### src/rtl/atx_pkg.sv
package atx_pkg;
    localparam int unsigned WORD_W = 32;
    localparam int unsigned POS_W  = $clog2(WORD_W) + 1;
    localparam int unsigned CODE_W = 3;

    typedef logic [POS_W-1:0]  pos_t;
    typedef logic [WORD_W-1:0] word_t;

    typedef enum logic [CODE_W-1:0] {
        LEN_32    = 3'd0,
        LEN_24    = 3'd1,
        LEN_20    = 3'd2,
        LEN_18    = 3'd3,
        LEN_16    = 3'd4,
        LEN_16_PK = 3'd5,
        LEN_8     = 3'd6,
        LEN_8_PK  = 3'd7
    } len_code_e;

    typedef struct packed {
        pos_t  pos;
        logic  slot;
        word_t cur;
        word_t right;
        word_t hold;
        logic  full;
        logic  sdo;
        logic  ws;
        logic  urun;
        logic  uslot;
    } tx_state_t;

    function automatic pos_t sample_bits(len_code_e c);
        case (c)
            LEN_32:              return pos_t'(32);
            LEN_24:              return pos_t'(24);
            LEN_20:              return pos_t'(20);
            LEN_18:              return pos_t'(18);
            LEN_16, LEN_16_PK:   return pos_t'(16);
            default:             return pos_t'(8);
        endcase
    endfunction

    function automatic pos_t slot_bits(len_code_e c, logic wide24);
        case (c)
            LEN_32:                 return pos_t'(32);
            LEN_24, LEN_20, LEN_18: return wide24 ? pos_t'(24) : pos_t'(32);
            LEN_16, LEN_16_PK:      return pos_t'(16);
            default:                return pos_t'(8);
        endcase
    endfunction

    function automatic logic is_packed(len_code_e c);
        return (c == LEN_16_PK) || (c == LEN_8_PK);
    endfunction
endpackage

### src/rtl/atx_word_sel.sv
module atx_word_sel
    import atx_pkg::*;
(
    input  logic      slot_i,
    input  word_t     hold_i,
    input  logic      full_i,
    input  word_t     right_i,
    input  word_t     last_i,
    input  len_code_e code_i,
    input  logic      mono_i,
    input  logic      fill_prev_i,
    output word_t     word_o,
    output word_t     right_o,
    output logic      take_o,
    output logic      urun_o
);
    logic  pk;
    logic  reuse;
    word_t fill;
    pos_t  len;

    always_comb begin
        pk    = is_packed(code_i);
        len   = sample_bits(code_i);
        reuse = slot_i && (mono_i || pk);
        fill  = fill_prev_i ? last_i : '0;
        word_o  = '0;
        right_o = right_i;
        take_o  = 1'b0;
        urun_o  = 1'b0;
        if (reuse) begin
            word_o = right_i;
        end else if (full_i) begin
            take_o = 1'b1;
            word_o = hold_i;
            if (!slot_i) begin
                if (mono_i)  right_o = hold_i;
                else if (pk) right_o = hold_i >> len;
            end
        end else begin
            urun_o = 1'b1;
            word_o = fill;
            if (!slot_i) right_o = fill;
        end
    end

    always_comb begin
        assert_take_xor_urun_R6: assert (!(take_o && urun_o));
    end
endmodule

### src/rtl/atx_bit_pick.sv
module atx_bit_pick
    import atx_pkg::*;
(
    input  word_t word_new_i,
    input  word_t word_old_i,
    input  pos_t  pos_i,
    input  pos_t  slot_len_i,
    input  pos_t  samp_len_i,
    input  logic  lj_i,
    output logic  bit_o
);
    localparam int unsigned IDX_W = $clog2(WORD_W);

    word_t src;
    pos_t  k;
    pos_t  idx;

    always_comb begin
        if (lj_i) begin
            src = word_new_i;
            k   = pos_i;
        end else if (pos_i == '0) begin
            src = word_old_i;
            k   = slot_len_i - pos_t'(1);
        end else begin
            src = word_new_i;
            k   = pos_i - pos_t'(1);
        end
        idx   = samp_len_i - pos_t'(1) - k;
        bit_o = (k < samp_len_i) ? src[idx[IDX_W-1:0]] : 1'b0;
    end
endmodule

### src/rtl/atx_frame_tx.sv
module atx_frame_tx
    import atx_pkg::*;
(
    input  logic        clk_i,
    input  logic        rst_ni,
    input  logic        bit_tick_i,
    input  logic [2:0]  len_code_i,
    input  logic        slot24_i,
    input  logic        fmt_lj_i,
    input  logic        mono_i,
    input  logic        fill_prev_i,
    input  logic        loop_i,
    input  logic        smp_valid_i,
    input  logic [31:0] smp_data_i,
    output logic        smp_ready_o,
    output logic        sdo_o,
    output logic        ws_o,
    output logic        urun_o,
    output logic        urun_slot_o,
    input  logic        sdi_i,
    output logic        rx_sdi_o
);
    tx_state_t st_q, st_d;
    len_code_e code;
    pos_t      slen, plen;
    word_t     sel_word, sel_right, eff_word;
    logic      sel_take, sel_urun, pick_bit, slot_start;

    assign code       = len_code_e'(len_code_i);
    assign slen       = slot_bits(code, slot24_i);
    assign plen       = sample_bits(code);
    assign slot_start = (st_q.pos == '0);
    assign eff_word   = slot_start ? sel_word : st_q.cur;

    atx_word_sel u_sel (
        .slot_i      (st_q.slot),
        .hold_i      (st_q.hold),
        .full_i      (st_q.full),
        .right_i     (st_q.right),
        .last_i      (st_q.cur),
        .code_i      (code),
        .mono_i      (mono_i),
        .fill_prev_i (fill_prev_i),
        .word_o      (sel_word),
        .right_o     (sel_right),
        .take_o      (sel_take),
        .urun_o      (sel_urun)
    );

    atx_bit_pick u_pick (
        .word_new_i (eff_word),
        .word_old_i (st_q.cur),
        .pos_i      (st_q.pos),
        .slot_len_i (slen),
        .samp_len_i (plen),
        .lj_i       (fmt_lj_i),
        .bit_o      (pick_bit)
    );

    always_comb begin
        st_d      = st_q;
        st_d.urun = 1'b0;
        if (smp_valid_i && !st_q.full) begin
            st_d.hold = smp_data_i;
            st_d.full = 1'b1;
        end
        if (bit_tick_i) begin
            if (slot_start) begin
                st_d.cur   = sel_word;
                st_d.right = sel_right;
                st_d.urun  = sel_urun;
                st_d.uslot = st_q.slot;
                if (sel_take) st_d.full = 1'b0;
            end
            st_d.sdo = pick_bit;
            st_d.ws  = st_q.slot;
            if (st_q.pos == slen - pos_t'(1)) begin
                st_d.pos  = '0;
                st_d.slot = ~st_q.slot;
            end else begin
                st_d.pos = st_q.pos + pos_t'(1);
            end
        end
    end

    always_ff @(posedge clk_i) begin
        if (!rst_ni) st_q <= '0;
        else         st_q <= st_d;
    end

    assign smp_ready_o = !st_q.full;
    assign sdo_o       = st_q.sdo;
    assign ws_o        = st_q.ws;
    assign urun_o      = st_q.urun;
    assign urun_slot_o = st_q.uslot;
    assign rx_sdi_o    = loop_i ? st_q.sdo : sdi_i;

    assert_accept_fills_R8: assert property (@(posedge clk_i) disable iff (!rst_ni)
        (smp_valid_i && smp_ready_o) |=> !smp_ready_o);
    assert_ws_steady_R10: assert property (@(posedge clk_i) disable iff (!rst_ni)
        !bit_tick_i |=> $stable(ws_o));
    assert_sdo_steady_R10: assert property (@(posedge clk_i) disable iff (!rst_ni)
        !bit_tick_i |=> $stable(sdo_o));
    assert_urun_on_tick_R6: assert property (@(posedge clk_i) disable iff (!rst_ni)
        !bit_tick_i |=> !urun_o);
    assert_urun_slot_R6: assert property (@(posedge clk_i) disable iff (!rst_ni)
        urun_o |-> (urun_slot_o == ws_o));
    assert_zero_fill_R6: assert property (@(posedge clk_i) disable iff (!rst_ni)
        (urun_o && !fill_prev_i && fmt_lj_i) |-> !sdo_o);
    assert_loop_R7: assert property (@(posedge clk_i) disable iff (!rst_ni)
        loop_i |-> (rx_sdi_o == sdo_o));
endmodule

### config.mk
export PLATFORM = sky130hd
export DESIGN_NAME = atx_frame_tx
export DESIGN_NICKNAME = d
export VERILOG_FILES = /design/src/rtl/atx_pkg.sv /design/src/rtl/atx_word_sel.sv /design/src/rtl/atx_bit_pick.sv /design/src/rtl/atx_frame_tx.sv
export SDC_FILE = /design/constraint.sdc
export NUM_CORES = 1
export LEC_CHECK = 0
export ABC_AREA = 1
export BUFFER_PORTS_ARGS = -buffer_cell sky130_fd_sc_hd__buf_2
export CORE_MARGIN = 5
export CORE_UTILIZATION = 30
export CTS_BUF_LIST = sky130_fd_sc_hd__clkbuf_4
export CTS_CLUSTER_DIAMETER = 50
export CTS_CLUSTER_SIZE = 28
export DETAILED_ROUTE_END_ITERATION = 6
export PLACE_DENSITY = 0.46
export SLEW_MARGIN = 30
export SYNTH_ARGS = -nofsm -noshare
export SYNTH_HDL_FRONTEND = slang
export SYNTH_HIERARCHICAL = 1
export SYNTH_SLANG_ARGS = --single-unit
### constraint.sdc
create_clock -name clk_i -period 4 [get_ports clk_i]
set_input_delay 0.2 -clock clk_i [delete_from_list [all_inputs] [get_ports clk_i]]
set_output_delay 0.2 -clock clk_i [all_outputs]
set_load 0.005 [all_outputs]
==> out/metrics.yaml, run 1 <==
outcome:
  status: "complete, but fails checks"
  violations: "DRC"
timing:
  clock-skew-final_ns: 0.0209
  worstMarginPinSlew_ns: 0.759
  grt_setup_unrepaired: "no"
  max_freq_ghz: 0.346
  timing.final.crit_period_ns: 2.89
  slew_headroom_pct: 49.2
  drv_slew: 0
  setup_violations: 0
  fin_setup_tns_ns: 0
  hold_violations: 0
  holdWs_ns: 0.128
  fin_crit_sh_pct: 72.2
grt:
  grt_max_degree: 66
  grt_pass1_wl_um: 50000
  antenna_found_initial: 2
  grt_usage_pct: 18.6
  grt.overflow.total: 0
  grt_pass1_vias: 8901
logic_synthesis:
  synthMuxAreaShare_pct: 0.242
  synth_compound_area_share_pct: 18.1
  syn_area_um2: 8790
  synth_fa_ha_area_share_pct: 2.08
  synth_xor_area_share_pct: 0.698
  syn_inst: 1487
  async_reset_ff_share_pct: 0
  synth_cell_types: 44
  synth_edf_count: 0
  ys.flop_type: "dfxtp_1"
  ys_seq_area_share_pct: 24.6
  synth_top_family_by_area: "simple AND/OR/NAND/NOR gates"
  ys_ff_latch: 108
  syn_area_per_cell_um2: 5.91
  synth-simple-area-share_pct: 39.3
  ys_warn_count: 6
final_layout:
  drive_gt1_share_pct: 8.62
  stdcell_count: 1904
  utilization_pct: 33.3
  syn_to_final_growth_pct: 8.91
  fin_nets: 1573
drt:
  dr.first_iter.drc_count: 784
  drt-pass1-iter-count: 7
  wl_per_cell_um: 16.4
  via_count: 9592
  antenna_left: 0
  drcViolationCount: 3
  routed_wirelength_um: 31200
  viasPerCell: 5.04
min_path:
  hp-class: "in2reg"
critical_path:
  cp.required_ns: 4.39
  arrival_ns: 3.27
  critPathMaxFanout: 7
  end_kind: "flip-flop"
  worstSetupStartpointType: "flip-flop"
  reg2reg_slack_ns: 1.11
  crit_type: "reg2reg"
floorplan:
  die_h_um: 181
  rows: 62
  start_util_pct: 30.5
  ioPinCount: 51
  dieArea_um2: 32800
  die_x_um: 181
  core_um2: 28800
pwr:
  leakage_uw: 0.00412
  ir_drop_uv: 119
  power_density_nw_per_um2: 288
placement:
  dp_hpwl_um: 22400
  io_buffer_count: 50
  place.gp.congestion: 0.922
  dp.cells: 1854
clock_tree:
  numCtsBuffers: 9
  clk_pin_slew_ns: 0.19
  cts_tree: "done"
  root_buffer: "clkbuf_4"
  postCtsSetupRepairBufs: 0
  insertion_delay_ns: 0.50
  ctsResizeCount: 0
  clock-sinks: 108
  htreeDepth: 3
  clockBufferDepth: 2
flow_run:
  drv_cap: 0
final timing paths:
kind / startpoint / to / cells past startpoint
max reg2reg: st_q[106] / sdo_o / 18
min reg2reg: st_q[8] / st_q[8] / 2
max: st_q[106] / sdo_o / 18
min: smp_valid_i / st_q[4] / 3
power breakdown:
group	internal [µW]	leakage [µW]	switching [µW]	total [µW]
logic	325	0.00317	650	975
registers	1150	0.000886	83.2	1230
clock network	135	0.0000617	419	554
per-layer routing:
metal,GRT usage (%),vias up,part of all wire (%)
met5,0,-,0.022
met3,1.77,38,4.5
met4,5.46,2,2.3
li1,-,4887,-
met1,26.7,4391,49
met2,29.7,274,44
cell usage after synthesis, drive strengths merged (9+ instances only):
cell type	instances	share of area (%)
nand4	12	1.0
nor2	165	8.2
a32oi	13	1.3
o21ai	176	10
o221ai	9	0.90
o211ai	30	2.6
nand2	391	17
a21oi	40	2.3
o22ai	9	0.64
dfxtp	108	25
nand3	211	13
clkbuf	31	1.5
ha	13	1.9
inv	199	8.6
buf	56	4.7
cells in the final DEF, fill, tap and decap left out, types with 2 or more instances in the layout:
cell | synthesis | routed
inv_2 | 13 | 14
clkbuf_4 | 0 | 10
a21oi_1 | 39 | 39
nand4_1 | 11 | 11
o21ai_0 | 149 | 149
nand2_1 | 387 | 387
o211ai_1 | 29 | 29
nor2_4 | 9 | 9
nand3_1 | 200 | 200
xnor2_1 | 3 | 3
clkinv_4 | 0 | 3
nor3_1 | 6 | 6
o21ai_1 | 27 | 27
dfxtp_1 | 108 | 108
o221ai_1 | 9 | 9
buf_4 | 4 | 18
nand2_2 | 2 | 2
or2_2 | 2 | 2
ha_1 | 13 | 13
dlygate4sd3_1 | 0 | 33
nand2_4 | 2 | 2
conb_1 | 1 | 5
nor2_2 | 2 | 2
o22ai_1 | 9 | 9
nand3_2 | 11 | 11
clkinv_1 | 0 | 2
xor2_1 | 4 | 4
inv_1 | 185 | 184
nor2_1 | 152 | 152
nor2_8 | 2 | 2
buf_2 | 26 | 49
a32oi_1 | 13 | 13
flip-flops by register name, summed over array words and instances (netlist names):
signal,flops
sdo_o,1
st_q,104
urun_o,1
urun_slot_o,1
ws_o,1
cells by family (layout without fill, tap and decap cells):
kind of cell | Yosys count | in the layout
AND/OR/NAND/NOR | 787 | 787
other | 1 | 6
XOR/XNOR | 7 | 7
buffers and inverters | 288 | 316
flip-flops | 108 | 108
adder cells (fa/ha/maj) | 14 | 14
multiplexers | 2 | 2
AO/OA/AOI/OAI | 280 | 280
through the flow:
stage	power, µW	worst slack, ns	instance area, µm²
after floorplan	1940	1.47	8800
after global placement	2200	1.03	9120
after detailed placement	2200	1.13	9120
after CTS	2790	1.12	9570
after global routing	2960	0.793	9570
final	2760	1.11	9570
what timing repair did:
| item | in CTS | in global routing |
|---|---|---|
| hold endpoints to repair | 34 | 0 |
| endpoints found under the setup margin | 0 | 0 |
| hold buffers | 33 | 0 |
worst max-delay path, stage by stage, from the launching register on:
cell and delay, ns:
dfxtp_1 0.46, nor2_4 0.20, nand2_1 0.08, nor2_2 0.22, a21oi_1 0.10, inv_1 0.12
xor2_1 0.15, nand2_1 0.07, nand2_1 0.11, inv_1 0.06, ha_1 0.32, a21oi_1 0.14
o21ai_0 0.12, xnor2_1 0.26, inv_1 0.07, nand3_1 0.10, a21oi_2 0.06, nor2_1 0.11
nor2_1 0.05
layout make-up:
type	count	area [µm²]
clock inverter	6	41.3
antenna	1	2.50
timing repair buffer	101	731
tap	384	480
multi-input combinational	1095	5330
clock buffer	10	75.1
fill	3302	19200
sequential	108	2160
inverter	199	752
Power figures use the tool's default switching activity.
==> run 2: changes to the inputs <==
--- a/config.mk
+++ b/config.mk
@@ -13,7 +13,7 @@
 export CTS_CLUSTER_DIAMETER = 50
 export CTS_CLUSTER_SIZE = 28
 export DETAILED_ROUTE_END_ITERATION = 6
-export PLACE_DENSITY = 0.46
+export PLACE_DENSITY = 0.48
 export SLEW_MARGIN = 30
 export SYNTH_ARGS = -nofsm -noshare
 export SYNTH_HDL_FRONTEND = slang
==> constraint.sdc (replaced) <==
create_clock -name clk_i -period 2.6 [get_ports clk_i]
set_input_delay 0.13 -clock clk_i [delete_from_list [all_inputs] [get_ports clk_i]]
set_output_delay 0.13 -clock clk_i [all_outputs]
set_load 0.005 [all_outputs]
==> out/metrics.yaml, run 2 (synthesis gave the netlist of run 1 again) <==
final_layout:
  drive_gt1_share_pct: 15.7
  layout_common_cells: "nand2_1, nand3_1, inv_1"
  fill_cells: 3213
  syn_to_final_growth_pct: 20.3
  fin_nets: 1651
  final_common_cell: "nand2_1"
  top_register: "st_q"
  largest_reg_flops: 104
  design_area_um2: 10600
  utilization_pct: 36.7
drt:
  drcViolationCount: 0
  wl_per_cell_um: 16.8
  via_count: 9992
  viasPerCell: 5.04
  drt-pass1-iter-count: 5
  dr.first_iter.drc_count: 830
  routed_wirelength_um: 33400
  antenna_left: 0
clock_tree:
  htreeDepth: 3
  clk_pin_slew_ns: 0.19
  clock-sinks: 108
  clockBufferDepth: 2
  insertion_delay_ns: 0.51
  numCtsBuffers: 9
  root_buffer: "clkbuf_4"
  cts_tree: "done"
critical_path:
  end_kind: "flip-flop"
  critPathMaxFanout: 8
  critPathBufInv: 2
  arrival_ns: 2.91
  slowest_stage: "fa_2"
  cpPeakStageDelay_ns: 0.47
  worstSetupStartpointType: "flip-flop"
  path_delay_family: "adder cells"
  path_cells: "a21oi_2, ha_2, o21ai_2, buf_4, fa_2, buf_6, nand3_1, nand3_2, nand3_1, nand3_1, a21oi_2, nor2_1, nor2_1"
  crit_top_cell: "nand3_1"
  crit_type: "reg2reg"
  cp.required_ns: 3.06
grt:
  grt_usage_pct: 19.3
  grt_pass1_vias: 9101
  grt_util_met3_pct: 2.19
  grt_use_met1_pct: 27.8
  antenna_found_initial: 1
  grtUsageMet2_pct: 31.2
  grt_max_degree: 66
  grt.overflow.total: 0
  top_usage_layer: "met2"
  grt_pass1_wl_um: 51700
placement:
  dpl-instance-area_um2: 9690
  io_buffer_count: 50
  place.gp.congestion: 0.973
  dp_hpwl_um: 23900
  place_ws_ns: -0.129
timing:
  clock-skew-final_ns: 0.0281
  fin_crit_sh_pct: 94.4
  max_freq_ghz: 0.407
  setup_violations: 0
  hold_violations: 0
  timing.final.ws_setup_ns: 0.145
  timing.final.crit_period_ns: 2.45
  drv_slew: 0
  worstMarginPinSlew_ns: 0.558
  slew_headroom_pct: 62.8
outcome:
  status: "finished clean"
floorplan:
  ioPinCount: 51
  die_h_um: 181
  start_util_pct: 30.5
  core_um2: 28800
  rows: 62
  dieArea_um2: 32800
  die_x_um: 181
pwr:
  power.switching_uw: 1910
  power_density_nw_per_um2: 443
  power.internal_uw: 2770
  seq_power_share_pct: 40.2
  ir_drop_uv: 305
  leakage_uw: 0.00463
  power_frac_clock_pct: 20.2
  share_comb_of_total_power_pct: 39.5
  power_uw: 4680
  swShare_pct: 40.9
min_path:
  hp-class: "in2reg"
flow_run:
  drv_cap: 0
-- run 2: changes by cell type in the layout (fill, tap and decap cells not counted), sizes merged --
cell,change
buf,+73
bufinv,+1
clkbuf,+4
clkinv,-2
clkinvlp,+1
dlygate4sd3,+1
-- run 2: layer usage --
metal,part of all wire [%],up-vias
met3,5.4,42
met1,47,4583
li1,-,5029
met2,46,338
met4,2.0,0
met5,0,-
-- run 2: worst paths after layout --
kind | from | endpoint | slack (ns) | cells after the start
hold reg to reg | st_q[7] | st_q[7] | 0.50 | 2
setup reg to reg | st_q[102] | sdo_o | 0.15 | 13
setup / recovery | st_q[102] | sdo_o | 0.15 | 13
hold / removal | rst_ni | st_q[59] | 0.16 | 4
-- run 2: per-stage QoR --
| stage | setup TNS [ns] | hold slack [ns] | cells |
|---|---|---|---|
| 6_report | 0 | 0.156 | 1982 |
| 5_1_grt | -0.0279 | 0.145 | 1982 |
| 4_1_cts | 0 | 0.113 | 1967 |
| 3_5_place_dp | -0.129 | 0.386 | 1917 |
| 3_3_place_gp | -0.116 | 0.380 | 1917 |
| 2_1_floorplan | 0 | 0.228 | 1491 |
-- run 2: power by group through the flow --
stage	clock, µW	sequential [µW]	combinational [µW]
2_1_floorplan	0	1880	1100
4_1_cts	992	1880	1650
3_3_place_gp	0	1920	1600
5_1_grt	1030	1900	2040
3_5_place_dp	0	1920	1600
6_report	948	1880	1850
-- run 2: cell type report --
type	count	area, µm²	area share, %
flip-flops and latches	108	2170	20.6
multi-input cells	1095	5480	51.9
well taps	384	480	4.55
clock inverters	6	62.6	0.592
inverters	199	761	7.20
diodes	1	2.50	0.0237
clock buffers	10	75.1	0.710
repair buffers	179	1530	14.5
-- run 2: worst register-to-register path: cells and delay by family, from the launching register on --
kind / cells / cell delay, ns
fa+ha+maj: 2 / 0.76
simple gates: 6 / 0.53
compound gates: 3 / 0.41
flops: 1 / 0.40
buf+inv: 2 / 0.32
-- run 2: timing repair --
item,CTS,global route
hold buffers,34,0
pin swaps,0,18
buffers inserted,0,8
resized for setup,3,71
setup endpoints to repair,1,1
hold endpoints to repair,38,0
cloned,0,6
